### src/rtl/ce_src_pkg.sv
package ce_src_pkg;
  localparam int unsigned DESC_SHIFT = 3;   // 8-byte descriptors
  localparam int unsigned FLG_GATHER = 16;
  localparam int unsigned FLG_SWAP   = 17;
  localparam int unsigned TID_LSB    = 20;
  localparam int unsigned CTRL_SWAP  = 16;

  typedef enum logic [2:0] {
    RA_BASE = 3'd0, RA_SIZE = 3'd1, RA_WIDX = 3'd2,
    RA_RIDX = 3'd3, RA_CTRL = 3'd4, RA_STAT = 3'd5
  } reg_addr_e;

  typedef enum logic [2:0] {
    ST_IDLE, ST_ADDR, ST_LEN, ST_DREQ, ST_DOUT, ST_HALT
  } xfer_st_e;
endpackage

### src/rtl/ce_src_swap.sv
module ce_src_swap #(
  parameter int unsigned DW = 32
) (
  input  logic [DW-1:0] data_i,
  input  logic          en_i,
  output logic [DW-1:0] data_o
);
  localparam int unsigned NB = DW / 8;

  for (genvar i = 0; i < NB; i++) begin : g_lane
    assign data_o[8*i +: 8] = en_i ? data_i[8*(NB-1-i) +: 8] : data_i[8*i +: 8];
  end
endmodule

### src/rtl/ce_src_regs.sv
module ce_src_regs import ce_src_pkg::*; #(
  parameter int unsigned IDX_W = 8,
  parameter int unsigned AW    = 32,
  parameter int unsigned LEN_W = 16
) (
  input  logic             clk_i,
  input  logic             rst_ni,
  input  logic             we_i,
  input  logic [2:0]       addr_i,
  input  logic [31:0]      wdata_i,
  input  logic [IDX_W-1:0] rd_idx_i,
  input  logic             halted_i,
  output logic [AW-1:0]    base_o,
  output logic [IDX_W-1:0] mask_o,
  output logic [IDX_W-1:0] wr_idx_o,
  output logic [LEN_W-1:0] max_len_o,
  output logic             ring_swap_o,
  output logic [31:0]      rdata_o
);
  logic [IDX_W:0] size_q;

  assign mask_o = IDX_W'(size_q - 1'b1);

  always_ff @(posedge clk_i or negedge rst_ni) begin
    if (!rst_ni) begin
      base_o      <= '0;
      size_q      <= (IDX_W+1)'(1) << IDX_W;
      wr_idx_o    <= '0;
      max_len_o   <= '1;
      ring_swap_o <= 1'b0;
    end else if (we_i) begin
      case (reg_addr_e'(addr_i))
        RA_BASE: base_o   <= AW'(wdata_i);
        RA_SIZE: size_q   <= wdata_i[IDX_W:0];
        RA_WIDX: wr_idx_o <= wdata_i[IDX_W-1:0] & mask_o;
        RA_CTRL: begin
          max_len_o   <= wdata_i[LEN_W-1:0];
          ring_swap_o <= wdata_i[CTRL_SWAP];
        end
        default: ;  // read index and status are read-only
      endcase
    end
  end

  always_comb begin
    case (reg_addr_e'(addr_i))
      RA_BASE: rdata_o = 32'(base_o);
      RA_SIZE: rdata_o = 32'(size_q);
      RA_WIDX: rdata_o = 32'(wr_idx_o);
      RA_RIDX: rdata_o = 32'(rd_idx_i);
      RA_CTRL: rdata_o = 32'(max_len_o) | (32'(ring_swap_o) << CTRL_SWAP);
      RA_STAT: rdata_o = 32'(halted_i);
      default: rdata_o = '0;
    endcase
  end
endmodule

### src/rtl/ce_src_xfer.sv
module ce_src_xfer import ce_src_pkg::*; #(
  parameter int unsigned IDX_W = 8,
  parameter int unsigned AW    = 32,
  parameter int unsigned DW    = 32,
  parameter int unsigned LEN_W = 16,
  parameter int unsigned TID_W = 12
) (
  input  logic             clk_i,
  input  logic             rst_ni,
  input  logic [AW-1:0]    base_i,
  input  logic [IDX_W-1:0] mask_i,
  input  logic [IDX_W-1:0] wr_idx_i,
  input  logic [LEN_W-1:0] max_len_i,
  input  logic             ring_swap_i,
  output logic             mem_req_o,
  output logic [AW-1:0]    mem_addr_o,
  input  logic             mem_rvalid_i,
  input  logic [DW-1:0]    mem_rdata_i,
  output logic             m_tvalid_o,
  input  logic             m_tready_i,
  output logic [DW-1:0]    m_tdata_o,
  output logic [DW/8-1:0]  m_tkeep_o,
  output logic             m_tlast_o,
  output logic [TID_W-1:0] m_tid_o,
  output logic [IDX_W-1:0] rd_idx_o,
  output logic             done_o,
  output logic             err_o
);
  localparam int unsigned NB = DW / 8;

  xfer_st_e         st_q;
  logic [AW-1:0]    buf_q;
  logic [LEN_W-1:0] rem_q;
  logic             gat_q, swp_q, done_q;
  logic [TID_W-1:0] tid_q;
  logic [DW-1:0]    dat_q;

  logic [AW-1:0]    desc_addr;
  logic [LEN_W-1:0] new_len;
  logic             len_bad, last_beat;

  assign desc_addr = base_i + (AW'(rd_idx_o) << DESC_SHIFT);
  assign new_len   = mem_rdata_i[LEN_W-1:0];
  assign len_bad   = (new_len == '0) || (new_len > max_len_i);
  assign last_beat = rem_q <= LEN_W'(NB);

  always_comb begin
    mem_req_o  = 1'b1;
    mem_addr_o = '0;
    case (st_q)
      ST_ADDR: mem_addr_o = desc_addr;
      ST_LEN:  mem_addr_o = desc_addr + AW'(4);
      ST_DREQ: mem_addr_o = buf_q & ~AW'(NB - 1);
      default: mem_req_o  = 1'b0;
    endcase
  end

  always_ff @(posedge clk_i or negedge rst_ni) begin
    if (!rst_ni) begin
      st_q     <= ST_IDLE;
      rd_idx_o <= '0;
      buf_q    <= '0;
      rem_q    <= '0;
      gat_q    <= 1'b0;
      swp_q    <= 1'b0;
      tid_q    <= '0;
      dat_q    <= '0;
      done_q   <= 1'b0;
    end else begin
      done_q <= 1'b0;
      case (st_q)
        ST_IDLE: if (rd_idx_o != wr_idx_i) st_q <= ST_ADDR;
        ST_ADDR: if (mem_rvalid_i) begin
          buf_q <= AW'(mem_rdata_i);
          st_q  <= ST_LEN;
        end
        ST_LEN: if (mem_rvalid_i) begin
          rem_q <= new_len;
          gat_q <= mem_rdata_i[FLG_GATHER];
          swp_q <= mem_rdata_i[FLG_SWAP];
          tid_q <= mem_rdata_i[TID_LSB +: TID_W];
          st_q  <= len_bad ? ST_HALT : ST_DREQ;
        end
        ST_DREQ: if (mem_rvalid_i) begin
          dat_q <= mem_rdata_i;
          st_q  <= ST_DOUT;
        end
        ST_DOUT: if (m_tready_i) begin
          if (last_beat) begin
            rd_idx_o <= (rd_idx_o + 1'b1) & mask_i;
            done_q   <= !gat_q;
            st_q     <= ST_IDLE;
          end else begin
            rem_q <= rem_q - LEN_W'(NB);
            buf_q <= buf_q + AW'(NB);
            st_q  <= ST_DREQ;
          end
        end
        default: ;  // ST_HALT holds until reset
      endcase
    end
  end

  assign m_tvalid_o = st_q == ST_DOUT;
  assign m_tlast_o  = last_beat && !gat_q;
  assign m_tid_o    = tid_q;
  assign done_o     = done_q;
  assign err_o      = st_q == ST_HALT;

  for (genvar i = 0; i < NB; i++) begin : g_keep
    assign m_tkeep_o[i] = rem_q > LEN_W'(i);
  end

  ce_src_swap #(.DW(DW)) u_swap (
    .data_i (dat_q),
    .en_i   (swp_q | ring_swap_i),
    .data_o (m_tdata_o)
  );
endmodule

### src/rtl/copy_src_engine.sv
module copy_src_engine #(
  parameter int unsigned IDX_W = 8,
  parameter int unsigned AW    = 32,
  parameter int unsigned DW    = 32,
  parameter int unsigned LEN_W = 16,
  parameter int unsigned TID_W = 12
) (
  input  logic             clk_i,
  input  logic             rst_ni,
  input  logic             reg_we_i,
  input  logic [2:0]       reg_addr_i,
  input  logic [31:0]      reg_wdata_i,
  output logic [31:0]      reg_rdata_o,
  output logic             mem_req_o,
  output logic [AW-1:0]    mem_addr_o,
  input  logic             mem_rvalid_i,
  input  logic [DW-1:0]    mem_rdata_i,
  output logic             m_tvalid_o,
  input  logic             m_tready_i,
  output logic [DW-1:0]    m_tdata_o,
  output logic [DW/8-1:0]  m_tkeep_o,
  output logic             m_tlast_o,
  output logic [TID_W-1:0] m_tid_o,
  output logic             done_o,
  output logic             err_o
);
  logic [AW-1:0]    ring_base;
  logic [IDX_W-1:0] ring_mask, wr_idx, rd_idx;
  logic [LEN_W-1:0] max_len;
  logic             ring_swap;

  ce_src_regs #(.IDX_W(IDX_W), .AW(AW), .LEN_W(LEN_W)) u_regs (
    .clk_i       (clk_i),
    .rst_ni      (rst_ni),
    .we_i        (reg_we_i),
    .addr_i      (reg_addr_i),
    .wdata_i     (reg_wdata_i),
    .rd_idx_i    (rd_idx),
    .halted_i    (err_o),
    .base_o      (ring_base),
    .mask_o      (ring_mask),
    .wr_idx_o    (wr_idx),
    .max_len_o   (max_len),
    .ring_swap_o (ring_swap),
    .rdata_o     (reg_rdata_o)
  );

  ce_src_xfer #(.IDX_W(IDX_W), .AW(AW), .DW(DW), .LEN_W(LEN_W), .TID_W(TID_W)) u_xfer (
    .clk_i        (clk_i),
    .rst_ni       (rst_ni),
    .base_i       (ring_base),
    .mask_i       (ring_mask),
    .wr_idx_i     (wr_idx),
    .max_len_i    (max_len),
    .ring_swap_i  (ring_swap),
    .mem_req_o    (mem_req_o),
    .mem_addr_o   (mem_addr_o),
    .mem_rvalid_i (mem_rvalid_i),
    .mem_rdata_i  (mem_rdata_i),
    .m_tvalid_o   (m_tvalid_o),
    .m_tready_i   (m_tready_i),
    .m_tdata_o    (m_tdata_o),
    .m_tkeep_o    (m_tkeep_o),
    .m_tlast_o    (m_tlast_o),
    .m_tid_o      (m_tid_o),
    .rd_idx_o     (rd_idx),
    .done_o       (done_o),
    .err_o        (err_o)
  );
endmodule

### config.mk
export PLATFORM = sky130hd
export DESIGN_NAME = copy_src_engine
export DESIGN_NICKNAME = d
export VERILOG_FILES = /design/src/rtl/ce_src_pkg.sv /design/src/rtl/ce_src_swap.sv /design/src/rtl/ce_src_regs.sv /design/src/rtl/ce_src_xfer.sv /design/src/rtl/copy_src_engine.sv
export SDC_FILE = /design/constraint.sdc
export NUM_CORES = 1
export LEC_CHECK = 0
export BUFFER_PORTS_ARGS = -buffer_cell sky130_fd_sc_hd__buf_4
export CORE_MARGIN = 1
export CORE_UTILIZATION = 50
export CTS_BUF_LIST = sky130_fd_sc_hd__clkbuf_16
export DETAILED_ROUTE_END_ITERATION = 10
export PLACE_DENSITY = 0.8
export SYNTH_ARGS = -nofsm -noshare
export SYNTH_HDL_FRONTEND = slang
export SYNTH_SLANG_ARGS = --single-unit
### constraint.sdc
create_clock -name clk_i -period 5.8 [get_ports clk_i]
set_input_delay 0.87 -clock clk_i [delete_from_list [all_inputs] [get_ports clk_i]]
set_output_delay 0.87 -clock clk_i [all_outputs]
set_load 0.02 [all_outputs]
==> summary.md, run 1 <==
| Metric | Value |
|---|---|
| Layout area overhead | `18.9%` |
| Max-slew headroom | `0.248` |
| Worst-path maximum fanout | `7` |
| Seq/Total Area, Yosys | `0.374` |
| Total gr overflow | `0` |
| Synth Flop Type | `dfrtp_1` |
| Post-Syn Area per Cell | `8.97 sq um` |
| Vias per cell | `6.29` |
| Final Setup Violations | `0` |
| Layout cells sized above 1 | `0.280` |
| Iter 0 DRT Violations | `989` |
| Port bufs | `188` |
| Post-Synth XOR/XNOR Area | `0.0399` |
| Vias in the first global route | `10140` |
| Worst Setup End Kind | `output pin` |
| Hold Fails Final Rpt | `0` |
| Slew Limit Fails | `0` |
| Vias post-DR | `10757` |
| Crit path DAT | `4.42 ns` |
| RSZ-0062 raised after global routing | `false` |
| Crit-path leading delay family | `simple AND/OR/NAND/NOR gates` |
| CP Buf/Inv Count | `1` |
| Critical path class | `flip-flop to output pin` |
| Initial Utilization | `0.517` |
| Std cell rows | `54` |
| Final ANT Viol Nets | `0` |
| DP HPWL | `26700 um` |
| GRT Util Overall | `0.313` |
| Post-CTS Repair Setup Buffers | `0` |
| Area of the mapped netlist | `11400 sq um` |
| CTS resizes | `0` |
| Die X | `153 um` |
| Largest net degree at the start of global routing | `63` |
| Fmax | `189 MHz` |
| Initial antenna violation count | `1` |
| Clock root cell | `clkbuf_16` |
| Clock transition at the registers of the reported paths | `0.08 ns` |
| Fin Hold WS | `0.398 ns` |
| Pre-antenna DRT Iters | `6` |
| Max VDD drop | `0.469 mV` |
| Post-layout minimum cycle time | `5.29 ns` |
| Yosys warns | `0` |
| Die footprint | `23500 sq um` |
| Gate Count Post-Synth | `1274` |
| FF+latch count, synth | `170` |
| CP max stage delay | `0.54 ns` |
| Synth top area cells | `dfrtp_1 34%, mux2_2 12%, o21ai_0 4.6%` |
| Type of the most critical hold path | `primary input to async pin` |
| CP max-delay cell | `or4_4` |
| Fin nets | `1517` |
| Final cycle utilization of the critical path | `0.912` |
| Post-synthesis mux area share | `0.135` |
| Max Cap Viol | `0` |
| Hold_buf cts | `0` |
| Synth Area in Adders | `0.0335` |
| DRC viols | `0` |
| Routed WL | `36400 um` |
| Drt wl/cell | `21.3 um` |
| Cell accounting for the most synthesized area | `dfrtp_1` |
| Simple-Gate Fraction of Synth Area | `0.194` |
| H-tree depth reported by CTS | `4` |
| Top-area cell type share of the netlist area | `0.335` |
| Placer congestion estimate | `0.935` |
| Critical path launch point type | `flip-flop` |
| Most common cell after layout, fill and taps aside | `buf_4` |
| # clock sinks | `170` |
| Synth Area in Compound Gates | `0.186` |
| Setup TNS Final | `0 ns` |
| Synth Net Count | `1376` |
| Measured slew at the worst slew-check pin | `1.13 ns` |
| Die H | `153 um` |
| Post-synth EDFFs | `0` |
| Most frequent cells in the layout | `201 x buf_4, 153 x dfrtp_1, 118 x mux2_2` |
| CTS tree | `done` |
| Combinational family with the most area after synthesis | `simple AND/OR/NAND/NOR gates` |
| First-pass GRT wire length | `57000 um` |
| Num ports | `189` |
| Clk buf depth | `2` |
| Power Density | `448 nW/um^2` |
| Core Footprint | `22100 sq um` |
| Worst Skew | `0.0145 ns` |
| Cts bufs inserted | `17` |
| Status | `complete, no violations` |
| Worst EP required | `4.93 ns` |
| Leakage | `5.85 nW` |
| Synth cell types | `82` |
| Asr flop ratio synth | `1.00` |
| Clock insertion delay at the later pin of the skew report | `0.45 ns` |
| Crit path cell chain | `ha_1 -> fa_1 -> a211oi_2 -> nor2_1 -> xor2_1 -> nand3_1 -> nor4_2 -> nand2_2 -> or4_4 -> or4_1 -> o211ai_1 -> buf_4` |
final timing paths:
path | startpoint | endpoint | slack [ns] | cells past startpoint
setup / recovery | u_xfer.rd_idx_o[0] | mem_addr_o[24] | 0.51 | 12
hold / removal | rst_ni | u_xfer.dat_q[28] | 0.40 | 1
setup reg to reg | u_xfer.st_q[2] | u_xfer.rd_idx_o[2] | 1.97 | 6
hold reg to reg | u_xfer.rem_q[10] | u_xfer.rem_q[10] | 0.51 | 2
max in group asynchronous | rst_ni | u_xfer.dat_q[31] | 4.21 | 2
min in group clk_i | u_xfer.rem_q[10] | u_xfer.rem_q[10] | 0.51 | 2
power breakdown:
group          internal [mW]  switching (mW)
sequential              1.63           0.487
clock                  0.583           0.582
combinational           1.23            1.58
metrics by stage:
stage / setup slack, ns / utilization / total power [mW] / cell area, sq um / cells
final: 0.508 / 0.615 / 6.09 / 13600 / 1709
after global routing: 0.266 / 0.615 / 6.45 / 13600 / 1709
after CTS: 0.542 / 0.615 / 6.07 / 13600 / 1708
after detailed placement: 1.05 / 0.588 / 4.89 / 13000 / 1676
after global placement: 1.09 / 0.588 / 4.81 / 13000 / 1676
after floorplan: 1.39 / - / 3.86 / 11400 / 1274
layer usage:
layer | vias up | GRT usage | wire length [um]
met4 | 0 | 0.152 | 1650
met1 | 5193 | 0.437 | 15600
met3 | 87 | 0.0561 | 2960
met5 | - | 0 | 0
li1 | 4953 | - | -
met2 | 524 | 0.470 | 16200
synthesized netlist by cell type (all sizes together), types with 15 or more instances:
cell type,number
nor2,113
xnor2,27
a22oi,18
nand2,115
mux2,118
nand3,37
xor2,25
nor3,22
o22ai,30
clkbuf,71
dfstp,17
and2,25
a31oi,15
ha,29
inv,29
mux2i,21
o21ai,105
and3,22
a21oi,96
dfrtp,153
nor4,21
layout make-up:
cell class              count  area [sq um]
multi-input cells         993          6730
clock inverters            15           171
clock buffers              17           425
fillers                  1829          8500
repair buffers            202          1520
diodes                      1          2.50
well taps                 280           350
inverters                  31           116
flip-flops and latches    170          4280
cell families after synthesis:
logic type,count (synthesis)
and+or+nand+nor,435
AOI/OAI and AO/OA,337
DFF,170
muxes,139
buffers and inverters,111
xor gates and xnor gates,52
adders and majority gates,30
registers in the layout, summed over array words and instances, names as in the netlist:
register and flops:
u_xfer.m_tid_o 12, u_xfer.dat_q 32, u_regs.wr_idx_o 8, u_xfer.gat_q 1, u_xfer.swp_q 1, u_regs.ring_swap_o 1, u_regs.max_len_o 16, u_xfer.rd_idx_o 8
u_regs.base_o 32, u_xfer.rem_q 16, u_xfer.buf_q 30, u_regs.size_q 9, u_xfer.done_o 1, u_xfer.st_q 3
No activity file was read; power rests on OpenSTA's default activity.
==> inputs of run 2 (changes only) <==
--- a/config.mk
+++ b/config.mk
@@ -11,6 +11,7 @@
 export CTS_BUF_LIST = sky130_fd_sc_hd__clkbuf_16
 export DETAILED_ROUTE_END_ITERATION = 10
 export PLACE_DENSITY = 0.8
+export RECOVER_POWER = 50
 export SYNTH_ARGS = -nofsm -noshare
 export SYNTH_HDL_FRONTEND = slang
 export SYNTH_SLANG_ARGS = --single-unit
==> run 2 against run 1 <==
- the run now ends with max-capacitance violations, max-slew violations left
- maximum frequency rose by 0.48%
- clock skew fell by 0.0018 ns
- clock-buffer cell count did not move
- routed wire length fell by 0.17%
- critical path type unchanged
- largest cell class unchanged
- largest power group unchanged
- highest routed layer unchanged
==> summary.md, run 2 (synthesized netlist as in run 1, its figures left out) <==
| Metric | Value |
|---|---|
| Final cycle utilization of the critical path | `0.908 (-0.00436)` |
| Worst-path maximum fanout | `7 (unchanged)` |
| Met2 Use GR | `0.470 (unchanged)` |
| R2R setup slack | `1.54 ns (-0.43 ns)` |
| Multi-input logic area | `6720 sq um (-0.13%)` |
| Final design utilization | `0.611 (-0.00385)` |
| DP HPWL | `26700 um (unchanged)` |
| Final Setup Violations | `0 (unchanged)` |
| Hold Fails Final Rpt | `0 (unchanged)` |
| Largest registers | `u_regs.base_o: 32 flops, u_xfer.dat_q: 32 flops, u_xfer.buf_q: 30 flops` |
| Crit Reg-Reg Endpoint | `u_xfer.rd_idx_o[2]` |
| Clock insertion delay at the later pin of the skew report | `0.45 ns (about the same)` |
| Max Cap Viol | `4 (+4)` |
| RSZ-0062 raised after global routing | `false` |
| Placed insts | `1676 (unchanged)` |
| Critical path launch point type | `flip-flop` |
| Failing checks | `max-capacitance violations, max-slew violations` |
| Fin nets | `1517 (unchanged)` |
| H-tree depth reported by CTS | `4 (unchanged)` |
| Iter 0 DRT Violations | `1049 (+6.1%)` |
| CTS resizes | `0 (unchanged)` |
| Layout cells sized above 1 | `0.266 (-0.0140)` |
| GRT Util Overall | `0.313 (unchanged)` |
| Measured slew at the worst slew-check pin | `3.44 ns (+2.31 ns)` |
| Critical path class | `flip-flop to output pin` |
| FF-to-FF Start | `u_xfer.st_q[2]` |
| Post-layout minimum cycle time | `5.27 ns (-0.0253 ns)` |
| Type of the most critical hold path | `flip-flop to flip-flop` |
| Cell Area, Placed | `13000 sq um (unchanged)` |
| Drt wl/cell | `21.3 um (-0.17%)` |
| Die footprint | `23500 sq um (unchanged)` |
| Worst EP required | `4.93 ns (about the same)` |
| Slew Limit Fails | `128 (+128)` |
| DRC viols | `0 (unchanged)` |
| Clock root cell | `clkbuf_16` |
| Vias per cell | `6.31 (+0.19%)` |
| Num ports | `189 (unchanged)` |
| Port bufs | `188 (unchanged)` |
| First-pass GRT wire length | `57000 um (unchanged)` |
| Max-slew headroom | `-1.29 (-1.54)` |
| Crit path capture | `mem_addr_o[24]` |
| Vias in the first global route | `10140 (unchanged)` |
| Cts bufs inserted | `17 (unchanged)` |
| Core Footprint | `22100 sq um (unchanged)` |
| Fillcell total | `1849 (+1.1%)` |
| Post-CTS Repair Setup Buffers | `0 (unchanged)` |
| Crit path DAT | `4.40 ns (-0.02 ns)` |
| Non-Filler Instances | `1709 (unchanged)` |
| Hold_buf cts | `0 (unchanged)` |
| Final ANT Viol Nets | `0 (unchanged)` |
| Met3 Track Usage GR | `0.0561 (unchanged)` |
| Grt met1 use | `0.437 (unchanged)` |
| Fmax | `190 MHz (+0.48%)` |
| Die X | `153 um (unchanged)` |
| Reg2Reg Depth | `6 (unchanged)` |
| Largest net degree at the start of global routing | `63 (unchanged)` |
| Launch point of the worst path | `u_xfer.rd_idx_o[0]` |
| # clock sinks | `170 (unchanged)` |
| Final Power | `6.05 mW (-0.57%)` |
| Clock transition at the registers of the reported paths | `0.07 ns (about the same)` |
| Setup TNS Final | `0 ns (unchanged)` |
| Most common cell after layout, fill and taps aside | `buf_4` |
| Routed WL | `36300 um (-0.17%)` |
| Initial antenna violation count | `1 (unchanged)` |
| Worst Skew | `0.0127 ns (-0.00180 ns)` |
| Max VDD drop | `0.469 mV (about the same)` |
| Std cell rows | `54 (unchanged)` |
| Status | `complete, but fails checks` |
| Power Density | `448 nW/um^2 (about the same)` |
| GRT Max-Usage Layer | `met2` |
| CTS tree | `done` |
| Post-route cell area | `13500 sq um (-0.63%)` |
| Leakage | `5.78 nW (-1.2%)` |
| Layout area overhead | `18.2%` |
| Most frequent cells in the layout | `182 x buf_4, 153 x dfrtp_1, 118 x mux2_2` |
| Pre-antenna DRT Iters | `5 (-1)` |
| Clk buf depth | `2 (unchanged)` |
| Die H | `153 um (unchanged)` |
| Vias post-DR | `10777 (+0.19%)` |
| Worst Setup End Kind | `output pin` |
| Register area | `4280 sq um (unchanged)` |
| Initial Utilization | `0.517 (unchanged)` |
| Placer congestion estimate | `0.935 (unchanged)` |
| Total gr overflow | `0 (unchanged)` |
-- run 2: layout make-up --
| type | instances | share of cell area |
|---|---|---|
| Multi-Input combinational cell | 993 | 0.498 |
| Sequential cell | 170 | 0.317 |
| Timing Repair Buffer | 202 | 0.107 |
| Clock buffer | 17 | 0.0315 |
| Tap cell | 280 | 0.0259 |
| Clock inverter | 15 | 0.0127 |
| Inverter | 31 | 0.00862 |
| Antenna cell | 1 | 0.000185 |
-- run 2: critical path, stage by stage (launching register included) --
cell	delay [ns]
dfrtp_1	0.46
ha_1	0.25
fa_1	0.43
a211oi_2	0.36
nor2_1	0.10
xor2_1	0.28
nand3_1	0.23
nor4_2	0.35
nand2_2	0.11
or4_4	0.54
or4_1	0.53
o211ai_1	0.13
buf_4	0.19
-- run 2: worst min path at each step --
stage               slack, ns           endpoint  depth (start not counted)               from
floorplan                0.46   u_xfer.rem_q[10]                          2   u_xfer.rem_q[10]
global placement         0.49   u_xfer.rem_q[10]                          2   u_xfer.rem_q[10]
detailed placement       0.50   u_xfer.rem_q[10]                          2   u_xfer.rem_q[10]
CTS                      0.42  u_xfer.m_tid_o[8]                          1             rst_ni
global route             0.53  u_xfer.m_tid_o[4]                          1  u_xfer.m_tid_o[4]
finish                   0.51  u_xfer.m_tid_o[0]                          1  u_xfer.m_tid_o[0]
-- run 2: power breakdown --
group / switching [mW] / internal (mW)
logic: 1.58 / 1.20
clock network: 0.582 / 0.583
registers: 0.487 / 1.63
total: 2.65 / 3.41
-- run 2: through the flow --
stage / hold slack, ns / setup slack (ns)
2_1_floorplan: 0.460 / 1.39
3_3_place_gp: 0.487 / 1.09
3_5_place_dp: 0.496 / 1.05
4_1_cts: 0.415 / 0.542
5_1_grt: 0.529 / 0.266
6_report: 0.512 / 0.533
-- run 2: metal layers --
| layer | share of wire | routed length [um] |
|---|---|---|
| met1 | 0.43 | 15500 |
| met2 | 0.45 | 16200 |
| met3 | 0.085 | 3080 |
| met4 | 0.045 | 1620 |
| met5 | 0 | 0 |
